--- config.mk ---
export PLATFORM = sky130hd
export DESIGN_NAME = dram_addr_xlate
export DESIGN_NICKNAME = d
export VERILOG_FILES = /design/src/rtl/dram_xlate_pkg.sv /design/src/rtl/dram_xlate_cfg.sv /design/src/rtl/dram_xlate_chan.sv /design/src/rtl/dram_xlate_rank.sv /design/src/rtl/dram_xlate_fields.sv /design/src/rtl/dram_addr_xlate.sv
export SDC_FILE = /design/constraint.sdc
export NUM_CORES = 1
export LEC_CHECK = 0
export BUFFER_PORTS_ARGS = -buffer_cell sky130_fd_sc_hd__buf_2
export CAP_MARGIN = 0
export CORE_ASPECT_RATIO = 1.1
export CORE_UTILIZATION = 69
export CTS_CLUSTER_SIZE = 25
export DETAILED_ROUTE_END_ITERATION = 8
export PLACE_DENSITY = 0.95
export SLEW_MARGIN = 5
export SYNTH_ARGS = -nofsm -noshare
export SYNTH_HDL_FRONTEND = slang
export SYNTH_HIERARCHICAL = 1
export SYNTH_SLANG_ARGS = --single-unit
--- constraint.sdc ---
create_clock -name clk -period 16.2 [get_ports clk]
set_input_delay 4.86 -clock clk [delete_from_list [all_inputs] [get_ports clk]]
set_output_delay 4.86 -clock clk [all_outputs]
set_load 0.01 [all_outputs]
--- src/rtl/dram_xlate_pkg.sv ---
package dram_xlate_pkg;

  localparam int MAX_BANK_W = 3;
  localparam int MAX_ROW_W  = 16;
  localparam int MAX_COL_W  = 12;

  typedef enum logic [1:0] {
    SCH_OPEN   = 2'd0,
    SCH_CLOSE  = 2'd1,
    SCH_XOPEN  = 2'd2,
    SCH_XCLOSE = 2'd3
  } scheme_e;

  typedef struct packed {
    logic [3:0] col_w;
    logic [4:0] row_w;
    logic [1:0] bank_w;
  } rank_geom_t;

endpackage

--- src/rtl/dram_xlate_cfg.sv ---
module dram_xlate_cfg
  import dram_xlate_pkg::*;
#(
  parameter int ADDR_W    = 32,
  parameter int NUM_RANKS = 4,
  parameter int CFG_AW    = 4
) (
  input  logic                                 clk,
  input  logic                                 rst_n,
  input  logic                                 wr_en,
  input  logic                                 busy,
  input  logic [CFG_AW-1:0]                    wr_sel,
  input  logic [ADDR_W-1:0]                    wr_data,
  output scheme_e                              scheme,
  output logic                                 asym,
  output logic [1:0]                           rank_bits,
  output logic [ADDR_W-1:0]                    ch0_cap,
  output logic [NUM_RANKS-1:0][ADDR_W-1:0]     limits,
  output rank_geom_t [NUM_RANKS-1:0]           geoms
);

  localparam int LIM_BASE  = 2;
  localparam int GEOM_BASE = 2 + NUM_RANKS;

  logic accept;
  assign accept = wr_en && !busy;

  always_ff @(posedge clk or negedge rst_n) begin
    if (!rst_n) begin
      scheme    <= SCH_OPEN;
      asym      <= 1'b0;
      rank_bits <= 2'd0;
      ch0_cap   <= '0;
    end else if (accept) begin
      if (wr_sel == CFG_AW'(0)) begin
        scheme    <= scheme_e'(wr_data[1:0]);
        asym      <= wr_data[2];
        rank_bits <= wr_data[4:3];
      end
      if (wr_sel == CFG_AW'(1)) ch0_cap <= wr_data;
    end
  end

  for (genvar g = 0; g < NUM_RANKS; g++) begin : g_rank_regs
    always_ff @(posedge clk or negedge rst_n) begin
      if (!rst_n) begin
        limits[g] <= '0;
        geoms[g]  <= '0;
      end else if (accept) begin
        if (wr_sel == CFG_AW'(LIM_BASE + g)) limits[g] <= wr_data;
        if (wr_sel == CFG_AW'(GEOM_BASE + g)) begin
          geoms[g].bank_w <= wr_data[1:0];
          geoms[g].row_w  <= wr_data[8:4];
          geoms[g].col_w  <= wr_data[15:12];
        end
      end
    end
  end

endmodule

--- src/rtl/dram_xlate_chan.sv ---
module dram_xlate_chan #(
  parameter int ADDR_W = 32,
  parameter int LINE_W = 6
) (
  input  logic [ADDR_W-1:0] addr,
  input  logic              asym,
  input  logic [ADDR_W-1:0] cap,
  output logic              chan,
  output logic [ADDR_W-1:0] local_addr
);

  logic [ADDR_W-2:0] squeezed;
  assign squeezed = {addr[ADDR_W-1:LINE_W+1], addr[LINE_W-1:0]};

  always_comb begin
    if (asym) begin
      chan       = (addr >= cap);
      local_addr = chan ? (addr - cap) : addr;
    end else begin
      chan       = addr[LINE_W];
      local_addr = {1'b0, squeezed};
    end
  end

endmodule

--- src/rtl/dram_xlate_rank.sv ---
module dram_xlate_rank #(
  parameter int ADDR_W    = 32,
  parameter int NUM_RANKS = 4,
  parameter int RANK_W    = 2
) (
  input  logic [ADDR_W-1:0]                local_addr,
  input  logic [NUM_RANKS-1:0][ADDR_W-1:0] limits,
  output logic                             hit,
  output logic [RANK_W-1:0]                rank_idx,
  output logic [ADDR_W-1:0]                rank_offs
);

  logic [NUM_RANKS-1:0]             below;
  logic [NUM_RANKS-1:0][ADDR_W-1:0] base_of;

  for (genvar g = 0; g < NUM_RANKS; g++) begin : g_cmp
    assign below[g] = local_addr < limits[g];
    if (g == 0) begin : g_first
      assign base_of[g] = '0;
    end else begin : g_rest
      assign base_of[g] = limits[g-1];
    end
  end

  logic [ADDR_W-1:0] base;

  always_comb begin
    hit      = 1'b0;
    rank_idx = '0;
    base     = '0;
    for (int i = NUM_RANKS - 1; i >= 0; i--) begin
      if (below[i]) begin
        hit      = 1'b1;
        rank_idx = RANK_W'(i);
        base     = base_of[i];
      end
    end
    rank_offs = local_addr - base;
  end

endmodule

--- src/rtl/dram_xlate_fields.sv ---
module dram_xlate_fields
  import dram_xlate_pkg::*;
#(
  parameter int ADDR_W    = 32,
  parameter int LINE_W    = 6,
  parameter int COL_OFS_W = 3,
  parameter int RANK_W    = 2
) (
  input  logic [ADDR_W-1:0]     offs,
  input  scheme_e               scheme,
  input  logic [1:0]            rank_bits,
  input  rank_geom_t            geom,
  output logic [RANK_W-1:0]     rank_fld,
  output logic [MAX_BANK_W-1:0] bank,
  output logic [MAX_ROW_W-1:0]  row,
  output logic [MAX_COL_W-1:0]  col
);

  localparam int SW = 8;

  function automatic logic [ADDR_W-1:0] lowmask(input logic [SW-1:0] w);
    lowmask = (ADDR_W'(1) << w) - ADDR_W'(1);
  endfunction

  logic [SW-1:0]     z_w, v_w, s_w, b_w, r_w, l_w;
  logic [ADDR_W-1:0] colbyte, line_a, bank_a, rank_a, row_a;
  logic              line_first;

  always_comb begin
    z_w = SW'(LINE_W);
    v_w = SW'(COL_OFS_W);
    s_w = SW'(geom.col_w) + v_w;
    b_w = SW'(geom.bank_w);
    r_w = SW'(geom.row_w);
    l_w = scheme[1] ? '0 : SW'(rank_bits);
    line_first = (scheme == SCH_OPEN) || (scheme == SCH_XOPEN);
    line_a = '0;
    if (line_first) begin
      colbyte = offs & lowmask(s_w);
      bank_a  = (offs >> s_w) & lowmask(b_w);
      rank_a  = (offs >> (s_w + b_w)) & lowmask(l_w);
    end else begin
      bank_a  = (offs >> z_w) & lowmask(b_w);
      rank_a  = (offs >> (z_w + b_w)) & lowmask(l_w);
      line_a  = (offs >> (z_w + b_w + l_w)) & lowmask(s_w - z_w);
      colbyte = (line_a << z_w) | (offs & lowmask(z_w));
    end
    row_a = (offs >> (s_w + b_w + l_w)) & lowmask(r_w);
  end

  assign rank_fld = RANK_W'(rank_a);
  assign bank     = MAX_BANK_W'(bank_a);
  assign row      = MAX_ROW_W'(row_a);
  assign col      = MAX_COL_W'(colbyte >> v_w);

endmodule

--- src/rtl/dram_addr_xlate.sv ---
module dram_addr_xlate
  import dram_xlate_pkg::*;
#(
  parameter int ADDR_W    = 32,
  parameter int NUM_RANKS = 4,
  parameter int LINE_W    = 6,
  parameter int COL_OFS_W = 3,
  localparam int RANK_W   = (NUM_RANKS > 1) ? $clog2(NUM_RANKS) : 1,
  localparam int CFG_AW   = $clog2(2 + 2 * NUM_RANKS)
) (
  input  logic                  clk,
  input  logic                  rst_n,
  input  logic                  cfg_we,
  input  logic [CFG_AW-1:0]     cfg_sel,
  input  logic [ADDR_W-1:0]     cfg_wdata,
  input  logic                  in_valid,
  output logic                  in_ready,
  input  logic [ADDR_W-1:0]     in_addr,
  output logic                  out_valid,
  input  logic                  out_ready,
  output logic                  out_err,
  output logic                  out_chan,
  output logic [RANK_W-1:0]     out_rank,
  output logic [MAX_BANK_W-1:0] out_bank,
  output logic [MAX_ROW_W-1:0]  out_row,
  output logic [MAX_COL_W-1:0]  out_col
);

  scheme_e                          cfg_scheme;
  logic                             cfg_asym;
  logic [1:0]                       cfg_rank_bits;
  logic [ADDR_W-1:0]                cfg_cap;
  logic [NUM_RANKS-1:0][ADDR_W-1:0] cfg_limits;
  rank_geom_t [NUM_RANKS-1:0]       cfg_geoms;

  logic busy;
  assign busy = out_valid || in_valid;

  dram_xlate_cfg #(.ADDR_W(ADDR_W), .NUM_RANKS(NUM_RANKS), .CFG_AW(CFG_AW)) u_cfg (
    .clk(clk), .rst_n(rst_n), .wr_en(cfg_we), .busy(busy), .wr_sel(cfg_sel),
    .wr_data(cfg_wdata), .scheme(cfg_scheme), .asym(cfg_asym),
    .rank_bits(cfg_rank_bits), .ch0_cap(cfg_cap), .limits(cfg_limits),
    .geoms(cfg_geoms)
  );

  logic              chan_c;
  logic [ADDR_W-1:0] local_c;

  dram_xlate_chan #(.ADDR_W(ADDR_W), .LINE_W(LINE_W)) u_chan (
    .addr(in_addr), .asym(cfg_asym), .cap(cfg_cap),
    .chan(chan_c), .local_addr(local_c)
  );

  logic              hit_c;
  logic [RANK_W-1:0] lim_rank_c;
  logic [ADDR_W-1:0] rank_offs_c;

  dram_xlate_rank #(.ADDR_W(ADDR_W), .NUM_RANKS(NUM_RANKS), .RANK_W(RANK_W)) u_rank (
    .local_addr(local_c), .limits(cfg_limits),
    .hit(hit_c), .rank_idx(lim_rank_c), .rank_offs(rank_offs_c)
  );

  logic              expandable;
  logic [ADDR_W-1:0] field_src;
  rank_geom_t        geom_sel;

  assign expandable = cfg_scheme[1];
  assign field_src  = expandable ? rank_offs_c : local_c;
  assign geom_sel   = expandable ? cfg_geoms[lim_rank_c] : cfg_geoms[0];

  logic [RANK_W-1:0]     bit_rank_c;
  logic [MAX_BANK_W-1:0] bank_c;
  logic [MAX_ROW_W-1:0]  row_c;
  logic [MAX_COL_W-1:0]  col_c;

  dram_xlate_fields #(
    .ADDR_W(ADDR_W), .LINE_W(LINE_W), .COL_OFS_W(COL_OFS_W), .RANK_W(RANK_W)
  ) u_fields (
    .offs(field_src), .scheme(cfg_scheme), .rank_bits(cfg_rank_bits),
    .geom(geom_sel), .rank_fld(bit_rank_c), .bank(bank_c), .row(row_c),
    .col(col_c)
  );

  logic take;
  assign in_ready = !out_valid || out_ready;
  assign take     = in_valid && in_ready;

  always_ff @(posedge clk or negedge rst_n) begin
    if (!rst_n) begin
      out_valid <= 1'b0;
      out_err   <= 1'b0;
      out_chan  <= 1'b0;
      out_rank  <= '0;
      out_bank  <= '0;
      out_row   <= '0;
      out_col   <= '0;
    end else if (take) begin
      out_valid <= 1'b1;
      out_err   <= !hit_c;
      out_chan  <= hit_c ? chan_c : 1'b0;
      out_rank  <= hit_c ? (expandable ? lim_rank_c : bit_rank_c) : '0;
      out_bank  <= hit_c ? bank_c : '0;
      out_row   <= hit_c ? row_c : '0;
      out_col   <= hit_c ? col_c : '0;
    end else if (out_ready) begin
      out_valid <= 1'b0;
    end
  end

endmodule

==> reports/results.ini <==
[status]
status = complete, no violations

[yosys]
synth_cell_types = 111
synth_top_family_by_area = multiplexers
yosys.area_share.simple = 0.1230
synth_top_cell_area_share = 0.2650
synthMuxAreaShare = 0.2021
ys_async_sr_fraction = 1.000
yosys_warnings = 6
ys_seq_area_frac = 0.2650
ys_top_cells_by_count = 271 x mux2_2, 245 x dfrtp_1, 203 x ha_1
synthCells = 2498
synthTopCellsByArea = dfrtp_1 26%, mux2_2 13%, ha_1 11%
yosys.cell_count.top_type = mux2_2
synth_enable_flop_cells = 0
synth_compound_area_frac = 0.2015
yosys.area_share.adder = 0.1132
synth.cell_area_um2 = 23140
synth_seq_cells = 245
synth_area_leader_cell = dfrtp_1
ys.flop_type = dfrtp_1
synth_xor_area_frac = 0.02753
avgSynthCellArea_um2 = 9.262
synthesis.nets = 2778

[run]
maxCapViolCount = 0

[worst_setup_path]
cp-startpoint = in_addr[29]
critPathSlowestCell = mux2i_2
slowest_delay_ps = 620
cp_max_fo = 37
critPathKind = input pin to flip-flop
endpoint_kind = flip-flop
r2r-end = out_row[7]
critical-path-top-delay-family = compound AO/OA/AOI/OAI gates
crit_required_ps = 16640
timing.rr.start = u_cfg/ch0_cap[29]
r2r_slack_ps = 4740
worst-path-buf-inv = 7
crit_end = out_row[7]
ff2ff_path_depth = 36
critPathArrivalTime_ps = 15940
crit_path_start_kind = input pin
path_depth = 36

[power_and_ir_drop]
p_leak_nw = 11.33
peakVddDrop_v = 0.0001137
powerDensity_nw_per_um2 = 166.4

[detailed_routing]
vias = 20966
postRouteWirelength_mm = 70.47
ant_nets = 0
top_layer = met4
post_drt_wl_per_cell_um = 23.65
viasPerCell = 7.036
wl_met2_mm = 32.86
drtIter0Drc = 2531
met3RoutedLength_mm = 6.153
drt_first_pass_iters = 7
drc_errors = 0
drt-met1-wl_mm = 27.28

[floorplan]
dieArea_um2 = 34270
num_io_pins = 110
fp-row-count = 69
die_w_um = 176.6
fp.coreArea_um2 = 32630
fp.dieH_um = 194.1
initial_utilization = 0.7090

[hold_path]
holdCritPathClass = flip-flop to flip-flop

[sta]
grt_setup_unrepaired = false
slew_violations = 0
finalHoldViolations = 0
finalCriticalPeriod_ps = 15500
worst_pin_slew_ps = 1177
clock.fmax_mhz = 64.52
fin_skew_ps = 16.43
setup_viol = 0
slew_headroom = 0.2154
finalWorstSetupSlack_ps = 701.7
post-route-period-util = 0.9567
setup_tns_ps = 0

[finish]
drive_gt1_frac = 0.2216
utilization = 0.7587
nets = 2813
diodes = 0
area_delta_synth_final_pct = 7.014
fillers = 2230
final_cells = 2980

[cts]
holdBufCountCts = 0
cts_tree = done
cts_max_level = 1
clkTransAtPathRegs_ps = 60
clock_path_buffers = 3
postCtsSetupRepairBufs = 0
cts_buffers = 27
root_buffer = clkbuf_16
clock_latency_ps = 560
cts_resized = 0
cts.sinks = 245

[global_routing]
antenna_found_initial = 0
overflow = 0
grt_pass1_vias = 20913
grt_first_pass_wirelength_mm = 112.3
grt_max_degree = 111
grtUsageTotal = 0.4112

[placement]
post-place-ws_ps = 373.5
port_buffers = 109
gp_congestion = 1.042
dp_cells = 2930
dp_hpwl_mm = 51.45

==> worst min-delay path by stage <==
stage / start / endpoint / slack, ps / depth (start not counted)
after floorplan: u_cfg/rank_bits[0] / u_cfg/rank_bits[0] / 470 / 1
after global placement: out_row[10] / out_row[10] / 460 / 1
after detailed placement: out_row[11] / out_row[11] / 460 / 1
after CTS: out_row[9] / out_row[9] / 480 / 1
after global routing: out_col[2] / out_col[2] / 490 / 1
final: out_row[8] / out_row[8] / 470 / 1
==> layer usage <==
metal / GRT usage / vias up
li1: - / 9340
met1: 0.5271 / 10067
met2: 0.6665 / 1239
met3: 0.06471 / 320
met4: 0.2146 / 0
met5: 0 / -
==> registers in the layout, summed over array words and instances (netlist names) <==
signal	flops
u_cfg/limits	128
out_rank	2
out_row	16
out_chan	1
out_valid	1
out_col	12
out_err	1
out_bank	3
u_cfg/geoms	44
u_cfg/asym	1
u_cfg/ch0_cap	32
u_cfg/rank_bits	2
u_cfg/scheme	2
==> report_power, final <==
group,internal (mW),switching (mW)
registers,0.701,0.0640
logic,1.08,1.60
clock network,0.399,0.272
==> layout by cell type, fill, tap and decap left out, types with 7 or more instances in the layout <==
cell type	netlist	final
a211o_1	10	10
a211oi_1	36	36
a21bo_1	29	29
a21boi_0	10	10
a21o_1	43	43
a21oi_1	148	147
a221o_1	32	32
a221oi_1	7	7
a31oi_1	31	31
and2_1	7	7
and3_1	12	12
buf_2	54	108
buf_4	14	44
clkbuf_16	0	27
dfrtp_1	245	244
ha_1	203	203
inv_1	202	202
mux2_1	15	15
mux2_2	271	271
mux2i_1	78	77
mux4_2	30	30
nand2_1	176	176
nand2b_1	14	14
nand3_1	53	53
nand4_1	66	66
nor2_1	139	138
nor2b_1	26	26
nor3_1	24	24
o211ai_1	55	55
o21a_1	17	17
o21ai_0	104	104
o21ai_1	11	10
o221ai_1	10	10
o22ai_1	27	27
o31ai_1	9	9
or3_1	13	13
xnor2_1	25	25
xor2_1	28	27
==> logic make-up (layout without fill, tap and decap cells) <==
kind of cell	Yosys count	count (layout)
compound gates	662	662
xor+xnor	61	61
fa+ha+maj	207	207
buf+inv	352	408
flops	245	245
mux	394	394
simple gates	577	577
==> through the flow <==
step	total power [mW]	area [um^2]	hold WS, ps
floorplan	2.717	23140	471.1
global placement	3.241	23790	457.7
detailed placement	3.330	23790	458.9
CTS	4.026	24760	475.9
global route	4.354	24760	493.8
finish	4.119	24760	471.4
==> worst reg2reg max path: cells and delay by family, from the launching register on <==
family                     cells  cell delay, ps
muxes                          3            1220
AOI/OAI and AO/OA             12            3460
DFF                            1             340
buffers and inverters          7            1690
adders and majority gates      5            2280
and+or+nand+nor                9            2360
==> final cells by class <==
cell class / count / area (um^2) / share of cell area
clock buffer: 35 / 765.7 / 0.03093
multi-input combinational: 1901 / 15470 / 0.6249
inverter: 205 / 769.5 / 0.03108
clock inverter: 15 / 201.4 / 0.008136
sequential: 245 / 6132 / 0.2477
timing repair buffer: 153 / 885.9 / 0.03578
tap: 426 / 533.0 / 0.02153
Power figures use the tool's default switching activity.
